**src/rtl/cadence_pkg.sv**
```systemverilog
package cadence_pkg;
  typedef enum logic {
    BASE_48K = 1'b0,
    BASE_44K = 1'b1
  } base_e;

  // 44.1 kHz family: 147 blocks per 160 frames
  localparam int FAM_NUM       = 147;
  localparam int FAM_DEN       = 160;
  localparam int WINDOW_FRAMES = 160;
endpackage

```
**src/rtl/cadence_rate.sv**
```systemverilog
module cadence_rate
  import cadence_pkg::*;
#(
  parameter int MULT_W = 3,
  parameter int DIV_W  = 4,
  parameter int ACC_W  = 12
) (
  input  logic              base_sel_i,
  input  logic [MULT_W-1:0] mult_i,
  input  logic [DIV_W-1:0]  div_i,
  output logic [ACC_W-1:0]  num_o,
  output logic [ACC_W-1:0]  den_o
);
  localparam logic [ACC_W-1:0] NUM_K = ACC_W'(FAM_NUM);
  localparam logic [ACC_W-1:0] DEN_K = ACC_W'(FAM_DEN);

  always_comb begin
    if (base_e'(base_sel_i) == BASE_44K) begin
      num_o = NUM_K * ACC_W'(mult_i);
      den_o = DEN_K * ACC_W'(div_i);
    end else begin
      num_o = ACC_W'(mult_i);
      den_o = ACC_W'(div_i);
    end
  end
endmodule

```
**src/rtl/cadence_divider.sv**
```systemverilog
module cadence_divider #(
  parameter int ACC_W = 12,
  parameter int Q_W   = 3,
  parameter int MAX_Q = 4
) (
  input  logic             clk_i,
  input  logic             rst_ni,
  input  logic [ACC_W-1:0] sum_i,
  input  logic [ACC_W-1:0] den_i,
  output logic [Q_W-1:0]   quot_o,
  output logic [ACC_W-1:0] rem_o
);
  localparam int PROD_W = ACC_W + Q_W + 1;

  logic [MAX_Q-1:0] ge;

  // thermometer of quotient candidates
  for (genvar k = 1; k <= MAX_Q; k++) begin : g_cmp
    assign ge[k-1] = PROD_W'(sum_i) >= PROD_W'(k) * PROD_W'(den_i);
  end

  always_comb begin
    quot_o = '0;
    for (int k = 0; k < MAX_Q; k++) quot_o = quot_o + Q_W'(ge[k]);
  end

  assign rem_o = ACC_W'(PROD_W'(sum_i) - PROD_W'(quot_o) * PROD_W'(den_i));


  rem_below_den_chk: assert property (@(posedge clk_i) disable iff (!rst_ni)
    (den_i != '0) |-> (rem_o < den_i));
endmodule

```
**src/rtl/cadence_window.sv**
```systemverilog
module cadence_window #(
  parameter int WIN    = 160,
  parameter int Q_W    = 3,
  parameter int WCNT_W = 10
) (
  input  logic              clk_i,
  input  logic              rst_ni,
  input  logic              tick_i,
  input  logic              clear_i,
  input  logic [Q_W-1:0]    blocks_i,
  output logic [WCNT_W-1:0] count_o,
  output logic              done_o
);
  localparam int FC_W = $clog2(WIN);

  logic [FC_W-1:0]   frame_q, frame_eff;
  logic [WCNT_W-1:0] sum_q, sum_eff;

  assign frame_eff = clear_i ? '0 : frame_q;
  assign sum_eff   = clear_i ? '0 : sum_q;

  always_ff @(posedge clk_i or negedge rst_ni) begin
    if (!rst_ni) begin
      frame_q <= '0;
      sum_q   <= '0;
      count_o <= '0;
      done_o  <= 1'b0;
    end else begin
      done_o <= 1'b0;
      if (tick_i) begin
        if (frame_eff == FC_W'(WIN - 1)) begin
          count_o <= sum_eff + WCNT_W'(blocks_i);
          done_o  <= 1'b1;
          frame_q <= '0;
          sum_q   <= '0;
        end else begin
          frame_q <= frame_eff + 1'b1;
          sum_q   <= sum_eff + WCNT_W'(blocks_i);
        end
      end
    end
  end


  done_after_tick_chk: assert property (@(posedge clk_i) disable iff (!rst_ni)
    done_o |-> $past(tick_i));

  done_single_chk: assert property (@(posedge clk_i) disable iff (!rst_ni)
    done_o |=> !done_o);
endmodule

```
**src/rtl/cadence_gen.sv**
```systemverilog
module cadence_gen
  import cadence_pkg::*;
#(
  parameter int MAX_MULT = 4,
  parameter int MAX_DIV  = 8,
  localparam int MULT_W  = $clog2(MAX_MULT + 1),
  localparam int DIV_W   = $clog2(MAX_DIV + 1),
  localparam int WCNT_W  = $clog2(WINDOW_FRAMES * MAX_MULT + 1)
) (
  input  logic              clk_i,
  input  logic              rst_ni,
  input  logic              frame_tick_i,
  input  logic              base_sel_i,
  input  logic [MULT_W-1:0] mult_i,
  input  logic [DIV_W-1:0]  div_i,
  output logic [MULT_W-1:0] blocks_o,
  output logic [WCNT_W-1:0] win_count_o,
  output logic              win_done_o
);
  localparam int ACC_W = $clog2(FAM_DEN * MAX_DIV + FAM_NUM * MAX_MULT) + 1;

  logic              base_q;
  logic [MULT_W-1:0] mult_q;
  logic [DIV_W-1:0]  div_q;
  logic [ACC_W-1:0]  acc_q, acc_eff, num, den, sum, rem;
  logic [MULT_W-1:0] quot;
  logic              changed;

  assign changed = (base_sel_i != base_q) || (mult_i != mult_q) || (div_i != div_q);
  assign acc_eff = changed ? '0 : acc_q;
  assign sum     = acc_eff + num;

  cadence_rate #(
    .MULT_W(MULT_W), .DIV_W(DIV_W), .ACC_W(ACC_W)
  ) u_rate (
    .base_sel_i(base_sel_i), .mult_i(mult_i), .div_i(div_i),
    .num_o(num), .den_o(den)
  );

  cadence_divider #(
    .ACC_W(ACC_W), .Q_W(MULT_W), .MAX_Q(MAX_MULT)
  ) u_div (
    .clk_i(clk_i), .rst_ni(rst_ni),
    .sum_i(sum), .den_i(den), .quot_o(quot), .rem_o(rem)
  );

  cadence_window #(
    .WIN(WINDOW_FRAMES), .Q_W(MULT_W), .WCNT_W(WCNT_W)
  ) u_win (
    .clk_i(clk_i), .rst_ni(rst_ni),
    .tick_i(frame_tick_i), .clear_i(changed), .blocks_i(quot),
    .count_o(win_count_o), .done_o(win_done_o)
  );

  always_ff @(posedge clk_i or negedge rst_ni) begin
    if (!rst_ni) begin
      base_q   <= BASE_48K;
      mult_q   <= MULT_W'(1);
      div_q    <= DIV_W'(1);
      acc_q    <= '0;
      blocks_o <= '0;
    end else if (frame_tick_i) begin
      base_q   <= base_sel_i;
      mult_q   <= mult_i;
      div_q    <= div_i;
      acc_q    <= rem;
      blocks_o <= quot;
    end
  end


  cfg_range_chk: assert property (@(posedge clk_i) disable iff (!rst_ni)
    frame_tick_i |-> (mult_i >= 1 && 32'(mult_i) <= MAX_MULT &&
                      div_i >= 1 && 32'(div_i) <= MAX_DIV));

  blocks_le_mult_chk: assert property (@(posedge clk_i) disable iff (!rst_ni)
    blocks_o <= mult_q);

  blocks_hold_chk: assert property (@(posedge clk_i) disable iff (!rst_ni)
    !$past(frame_tick_i) |-> $stable(blocks_o));

  full_rate_chk: assert property (@(posedge clk_i) disable iff (!rst_ni)
    ($past(frame_tick_i) && base_q == BASE_48K && div_q == DIV_W'(1))
      |-> blocks_o == mult_q);

  window_147_chk: assert property (@(posedge clk_i) disable iff (!rst_ni)
    (win_done_o && base_q == BASE_44K && mult_q == MULT_W'(1) && div_q == DIV_W'(1))
      |-> win_count_o == WCNT_W'(147));
endmodule

```
**config.mk**
```make
export PLATFORM = sky130hd
export DESIGN_NAME = cadence_gen
export DESIGN_NICKNAME = d
export VERILOG_FILES = /design/src/rtl/cadence_pkg.sv /design/src/rtl/cadence_rate.sv /design/src/rtl/cadence_divider.sv /design/src/rtl/cadence_window.sv /design/src/rtl/cadence_gen.sv
export SDC_FILE = /design/constraint.sdc
export NUM_CORES = 1
export LEC_CHECK = 0
export BUFFER_PORTS_ARGS = -buffer_cell sky130_fd_sc_hd__buf_2
export CAP_MARGIN = 20
export CORE_ASPECT_RATIO = 0.5
export CORE_UTILIZATION = 46
export DETAILED_ROUTE_END_ITERATION = 12
export GPL_TIMING_DRIVEN = 0
export MAX_ROUTING_LAYER = met4
export SYNTH_ARGS = -nofsm -noshare
export SYNTH_HDL_FRONTEND = slang
export SYNTH_SLANG_ARGS = --single-unit
```
**constraint.sdc**
```tcl
create_clock -name clk_i -period 11.6 [get_ports clk_i]
set_input_delay 1.16 -clock clk_i [delete_from_list [all_inputs] [get_ports clk_i]]
set_output_delay 1.16 -clock clk_i [all_outputs]
set_load 0.05 [all_outputs]
```
==> flow_summary_export.csv, run 1 <==
group,metric,value,unit
detailed_routing,final_antenna_net_count,0,
setup_path,startpoint_type,"primary input",
cts,cts.sinks,52,
floorplan,ios,25,
synthesis,avgSynthCellArea,8.88,um^2
run_status,status,"complete, no violations",
grt,grt_antenna_before_repair,0,
floorplan,initial_core_util,0.482,
grt,grt_use_total,0.216,
grt,grt_pass1_wl,21900,um
place,gp_congestion,0.841,
detailed_routing,avgRoutedWirePerCell,15.2,um
cts,postCtsSetupRepairBufs,0,
synthesis,ys_warn_count,0,
place,dpl.hpwl,10500,um
floorplan,core_area,12100,um^2
pwr,p_leak,3.11,nW
layout,num-fill-cells,1119,
synthesis,synth_seq_cells,52,
synthesis,ys_types,53,
cts,cts_buffers,5,
sta,slew-limit-headroom,0.511,
synthesis,synth-seq-area-share,0.224,
synthesis,synthMuxAreaShare,0.0431,
setup_path,required,11.78,ns
synthesis,synthXorXnorAreaFrac,0.0922,
detailed_routing,drtIter0Drc,112,
cts,ctsHoldBuffers,0,
layout,synthToLayoutAreaGrowth,9.13,%
synthesis,synth_compound_area_frac,0.156,
pwr,peakVddDrop,0.0735,mV
detailed_routing,routedLengthMet1,6780,um
synthesis,synth-edff-count,0,
cts,cts_root_buf,"clkbuf_16",
grt,grt_max_degree,29,
synthesis,ys.flop_type,"dfrtp_1",
cts,clock_latency,0.29,ns
place,port_buffers,22,
layout,nNetsFinal,808,
sta,finalCritPeriodShare,0.934,
sta,fin_skew,0.00388,ns
synthesis,ys_async_sr_fraction,1.00,
min_path,hold_class,"register to register",
floorplan,die_h,81.5,um
synthesis,synth_fa_ha_area_frac,0.273,
sta,tightest_slew,0.728,ns
detailed_routing,drc,0,
floorplan,die-area,13100,um^2
layout,layout-drive-gt1-share,0.0993,
grt,overflow,0,
setup_path,crit_slowest_cell,"fa_1",
detailed_routing,via_per_inst,5.32,
detailed_routing,wirelength,13000,um
floorplan,die_w,161,um
detailed_routing,first_pass_iters,4,
sta,setup_viol,0,
synthesis,synth-simple-area-share,0.156,
setup_path,cpMostUsedCell,"ha_1",
detailed_routing,num_vias,4523,
layout,layout_common_cells,"ha_1 (93), inv_1 (63), nand2_1 (54)",
setup_path,crit_path_max_incr_delay,0.56,ns
pwr,power,0.000874,W
grt,grt_pass1_vias,4519,
setup_path,crit_path_end_kind,"register",
sta,period_needed,10.83,ns
setup_path,cp_max_fo,10,
detailed_routing,wl_met3,306,um
job,maxCapViolCount,0,
cts,h-tree-depth,2,
floorplan,rows,28,
synthesis,syn-instance-count,654,
layout,diodes,0,
synthesis,syn-num-nets,778,
pwr,pwr_density_cell,138,nW/um^2
sta,tns,0,ns
sta,final_max_slew_viol_count,0,
cts,path_clk_slew,0.07,ns
setup_path,worstPathArrival,11.01,ns
synthesis,synth_top_family_by_area,"adder cells",
setup_path,crit_type,"primary input to register",
cts,cts_tree,"yes",
cts,clk_path_buf_depth,2,
layout,final_common_cell,"ha_1",
sta,final_hold_viol_count,0,
detailed_routing,wl_met2,5770,um
cts,cts_resized,0,
sta,grt_setup_unrepaired,"false",
detailed_routing,top_layer,"met4",
sta,max_freq,0.0923,GHz
setup_path,ff2ff_setup_slack,1.54,ns
synthesis,syn-cell-area,5810,um^2
[area by class of cell]
class,instances,area [um^2],area share
flip-flops and latches,52,1300,0.206
repair buffers,23,130,0.0205
clock buffers,5,125,0.0197
clock inverters,3,68.8,0.0109
multi-input cells,516,4180,0.659
well taps,165,206,0.0326
inverters,64,240,0.0379
plain buffers,22,85.1,0.0134
[cell usage after synthesis (11+ instances only)]
| master | instances | area (um^2) |
|---|---|---|
| dfrtp_1 | 50 | 1250 |
| ha_1 | 93 | 1160 |
| clkbuf_1 | 17 | 63.8 |
| inv_1 | 63 | 236 |
| xnor2_1 | 46 | 403 |
| and3_1 | 16 | 100 |
| nor2b_1 | 11 | 68.8 |
| fa_1 | 20 | 400 |
| nor2_1 | 30 | 113 |
| mux2_2 | 21 | 236 |
| a21oi_1 | 38 | 190 |
| nand3_1 | 18 | 90.1 |
| a21o_1 | 13 | 97.6 |
| nand2_1 | 54 | 203 |
| o21ai_0 | 43 | 215 |
| and2_1 | 28 | 175 |
| xor2_1 | 12 | 105 |
[path summary, 6_finish.rpt]
path                                  start               end  depth (start not counted)
max in group asynchronous            rst_ni          div_q[0]                          2
min                        u_win.count_o[7]  u_win.count_o[7]                          2
max reg2reg                        div_q[0]         acc_q[10]                         37
min in group asynchronous            rst_ni  u_win.frame_q[6]                          1
max                               mult_i[0]         acc_q[10]                         39
min reg2reg                u_win.count_o[7]  u_win.count_o[7]                          2
[logic make-up (layout without fill, tap and decap cells)]
logic type               after synthesis  after routing
buffers and inverters                 86            117
AO/OA/AOI/OAI                        140            140
adder cells (fa/ha/maj)              115            115
flip-flops                            52             52
AND/OR/NAND/NOR                      180            180
XOR/XNOR                              59             59
multiplexers                          22             22
[through the flow]
stage,cell area (um^2),cells,utilization,hold slack (ns),worst slack (ns)
2_1_floorplan,5810,654,-,0.448,2.22
3_3_place_gp,6120,841,0.508,0.460,0.541
3_5_place_dp,6140,842,0.510,0.466,0.403
4_1_cts,6340,850,0.526,0.491,0.698
5_1_grt,6340,850,0.526,0.501,0.0119
6_report,6340,850,0.526,0.484,0.769
[power by group]
group | switching (W) | internal, W
clock | 0.0000704 | 0.000125
combinational | 0.000254 | 0.000199
sequential | 0.0000134 | 0.000213
[per-layer routing]
metal	up-vias	global-route usage
met1	2167	0.291
li1	2309	-
met2	38	0.360
met3	9	0.0263
met5	-	-
met4	0	0.0311
[sequential cells by signal, summed over array words and instances (netlist names)]
signal and flops:
div_q 4, u_win.done_o 1, base_q 1, u_win.count_o 10, mult_q 3, u_win.sum_q 10, acc_q 12, u_win.frame_q 8
blocks_o 3
[worst max-delay path: cells and delay by family]
| kind | cells | cell delay (ns) |
|---|---|---|
| simple gates | 7 | 1.22 |
| compound gates | 9 | 2.29 |
| fa+ha+maj | 10 | 3.64 |
| mux | 1 | 0.26 |
| xor+xnor | 3 | 0.60 |
| buf+inv | 9 | 1.81 |
(Power assumes the default switching activity.)
==> run 2, diff against run 1 <==
--- a/config.mk
+++ b/config.mk
@@ -14,4 +14,5 @@
 export MAX_ROUTING_LAYER = met4
 export SYNTH_ARGS = -nofsm -noshare
 export SYNTH_HDL_FRONTEND = slang
+export SYNTH_HIERARCHICAL = 1
 export SYNTH_SLANG_ARGS = --single-unit
==> constraint.sdc (replaced) <==
create_clock -name clk_i -period 10.03 [get_ports clk_i]
set_input_delay 1.003 -clock clk_i [delete_from_list [all_inputs] [get_ports clk_i]]
set_output_delay 1.003 -clock clk_i [all_outputs]
set_load 0.05 [all_outputs]
==> flow_summary_export.csv, run 2 <==
group,metric,value,unit
grt,grt_use_total,0.226,
sta,max_freq,0.107,GHz
synthesis,synth_most_common_cell,"ha_1",
floorplan,core_area,13100,um^2
grt,overflow,0,
pwr,combPwrFrac,0.621,
sta,slew-limit-headroom,0.437,
cts,clock_latency,0.28,ns
synthesis,ys_types,68,
cts,cts_tree,"yes",
setup_path,crit_slowest_cell,"xnor2_1",
setup_path,crit_type,"primary input to register",
synthesis,syn-instance-count,726,
cts,ctsHoldBuffers,0,
synthesis,synth_commonest_cells,"ha_1 (96), inv_1 (77), nand2_1 (70)",
pwr,power.net_switching,0.000516,W
grt,grt_pass1_vias,5149,
setup_path,rr_startpoint,"mult_q[0]",
sta,setup_viol,0,
cts,cts_root_buf,"clkbuf_16",
sta,period_needed,9.38,ns
pwr,peakVddDrop,0.0890,mV
synthesis,yosys.area.top_type,"dfrtp_1",
synthesis,synth_seq_cells,52,
grt,grt_pass1_wl,25300,um
synthesis,synth_area_leaders,"dfrtp_1 (20%), ha_1 (19%), fa_1 (7.2%)",
layout,final_common_cell,"ha_1",
pwr,cellInternalPower,0.000691,W
synthesis,syn-cell-area,6360,um^2
detailed_routing,final_antenna_net_count,0,
grt,grt_max_degree,35,
sta,holdWs,0.477,ns
layout,layout-drive-gt1-share,0.114,
min_path,hold_class,"register to register",
layout,diodes,0,
setup_path,cp_max_fo,10,
synthesis,yosysTopAreaCellShare,0.197,
sta,final_hold_viol_count,0,
setup_path,cp-startpoint,"mult_i[1]",
detailed_routing,first_pass_iters,4,
synthesis,ys_async_sr_fraction,1.00,
synthesis,avgSynthCellArea,8.76,um^2
synthesis,ys_warn_count,6,
cts,cts_resized,0,
setup_path,crit_path_max_incr_delay,0.61,ns
setup_path,required,10.20,ns
sta,final_max_slew_viol_count,0,
pwr,seqPwrFrac,0.222,
run_status,status,"complete, no violations",
cts,clk_path_buf_depth,2,
place,port_buffers,24,
cts,cts_buffers,5,
setup_path,r2r_cells,34,
cts,path_clk_slew,0.06,ns
setup_path,cp_top_family,"adder cells",
layout,regMostFlops,"acc_q",
pwr,pwr_density_cell,176,nW/um^2
sta,worst_slack,0.647,ns
floorplan,die-area,14300,um^2
sta,grt_setup_unrepaired,"false",
detailed_routing,wirelength,14800,um
setup_path,worstSetupPathDepth,38,
layout,synthToLayoutAreaGrowth,8.19,%
floorplan,die_w,168,um
synthesis,synth-seq-area-share,0.205,
layout,layout_common_cells,"ha_1 (96), inv_1 (77), nand2_1 (70)",
detailed_routing,drc,0,
setup_path,worstPathArrival,9.55,ns
setup_path,crit_path_end_kind,"register",
detailed_routing,num_vias,5210,
min_path,worstHoldStart,"u_win/count_o[0]",
sta,tns,0,ns
layout,reg_top3,"acc_q: 12 flops, u_win/count_o: 10 flops, u_win/sum_q: 10 flops",
setup_path,cpMostUsedCell,"ha_1",
job,maxCapViolCount,0,
setup_path,startpoint_type,"primary input",
pwr,pwr-share-clk,0.157,
synthesis,synth-edff-count,0,
sta,tightest_slew,0.839,ns
detailed_routing,drtIter0Drc,284,
detailed_routing,avgRoutedWirePerCell,15.9,um
place,gp_congestion,0.868,
cts,postCtsSetupRepairBufs,0,
detailed_routing,via_per_inst,5.60,
layout,nNetsFinal,889,
sta,finalCritPeriodShare,0.936,
pwr,p_leak,3.34,nW
cts,cts.sinks,52,
setup_path,critPathBufInv,7,
floorplan,die_h,85.1,um
floorplan,rows,29,
cts,h-tree-depth,2,
min_path,whs_path_depth,2,
grt,grt_antenna_before_repair,0,
place,dpl.hpwl,11900,um
synthesis,ys.flop_type,"dfrtp_1",
pwr,p_sw_frac,0.428,
layout,largest_reg_flops,12,
sta,fin_skew,0.00240,ns
floorplan,initial_core_util,0.487,
floorplan,ios,25,
place,post-place-ws,0.427,ns
==> run 2: power by group through the flow <==
| stage | sequential (W) | clock, W | combinational (W) |
|---|---|---|---|
| after floorplan | 0.000284 | 0 | 0.000555 |
| after global placement | 0.000271 | 0 | 0.000735 |
| after detailed placement | 0.000273 | 0 | 0.000742 |
| after CTS | 0.000269 | 0.000196 | 0.000750 |
| after global routing | 0.000274 | 0.000204 | 0.000843 |
| final | 0.000268 | 0.000190 | 0.000750 |
==> run 2: final cells by class <==
cell class	count	area, um^2
sequential	52	1300
fill	1252	6180
inverter	77	289
multi-input combinational	576	4670
clock buffer	6	129
buffer	22	103
tap	170	213
timing repair buffer	25	140
clock inverter	2	35.0
==> run 2: through the flow <==
stage	cell area, um^2	utilization	instances	power, W
floorplan	6360	-	727	0.000839
global placement	6690	0.512	921	0.00101
detailed placement	6710	0.514	922	0.00102
CTS	6880	0.527	930	0.00121
global route	6880	0.527	930	0.00132
finish	6880	0.527	930	0.00121
==> run 2: cell families (layout without fill, tap and decap cells) <==
| group | Yosys count | after routing | synth area share |
|---|---|---|---|
| other | 1 | 2 | 0.000590 |
| and+or+nand+nor | 211 | 211 | 0.174 |
| adders and majority gates | 119 | 119 | 0.261 |
| xor gates and xnor gates | 52 | 52 | 0.0728 |
| AOI/OAI and AO/OA | 165 | 165 | 0.177 |
| muxes | 27 | 27 | 0.0474 |
| DFF | 52 | 52 | 0.205 |
| buffers and inverters | 99 | 132 | 0.0616 |
==> run 2: metal layers <==
layer,up-vias,share of wire,track usage
li1,2631,-,-
met5,-,0,-
met2,64,0.46,0.371
met1,2511,0.51,0.316
met3,4,0.022,0.0131
met4,0,0.0028,0.0289
==> run 2: path summary, 6_finish.rpt <==
| path | end | slack, ns |
|---|---|---|
| setup reg to reg | acc_q[11] | 1.22 |
| hold reg to reg | u_win/count_o[0] | 0.48 |
| hold / removal | u_win/count_o[0] | 0.48 |
| min in group asynchronous | u_win/count_o[8] | 0.65 |
| setup / recovery | acc_q[11] | 0.65 |
| max in group asynchronous | div_q[0] | 8.78 |
==> run 2: worst min-delay path, delay by kind of cell, from the launching register on <==
kind             cells  cell delay (ns)
flip-flops           1             0.34
AND/OR/NAND/NOR      2             0.11
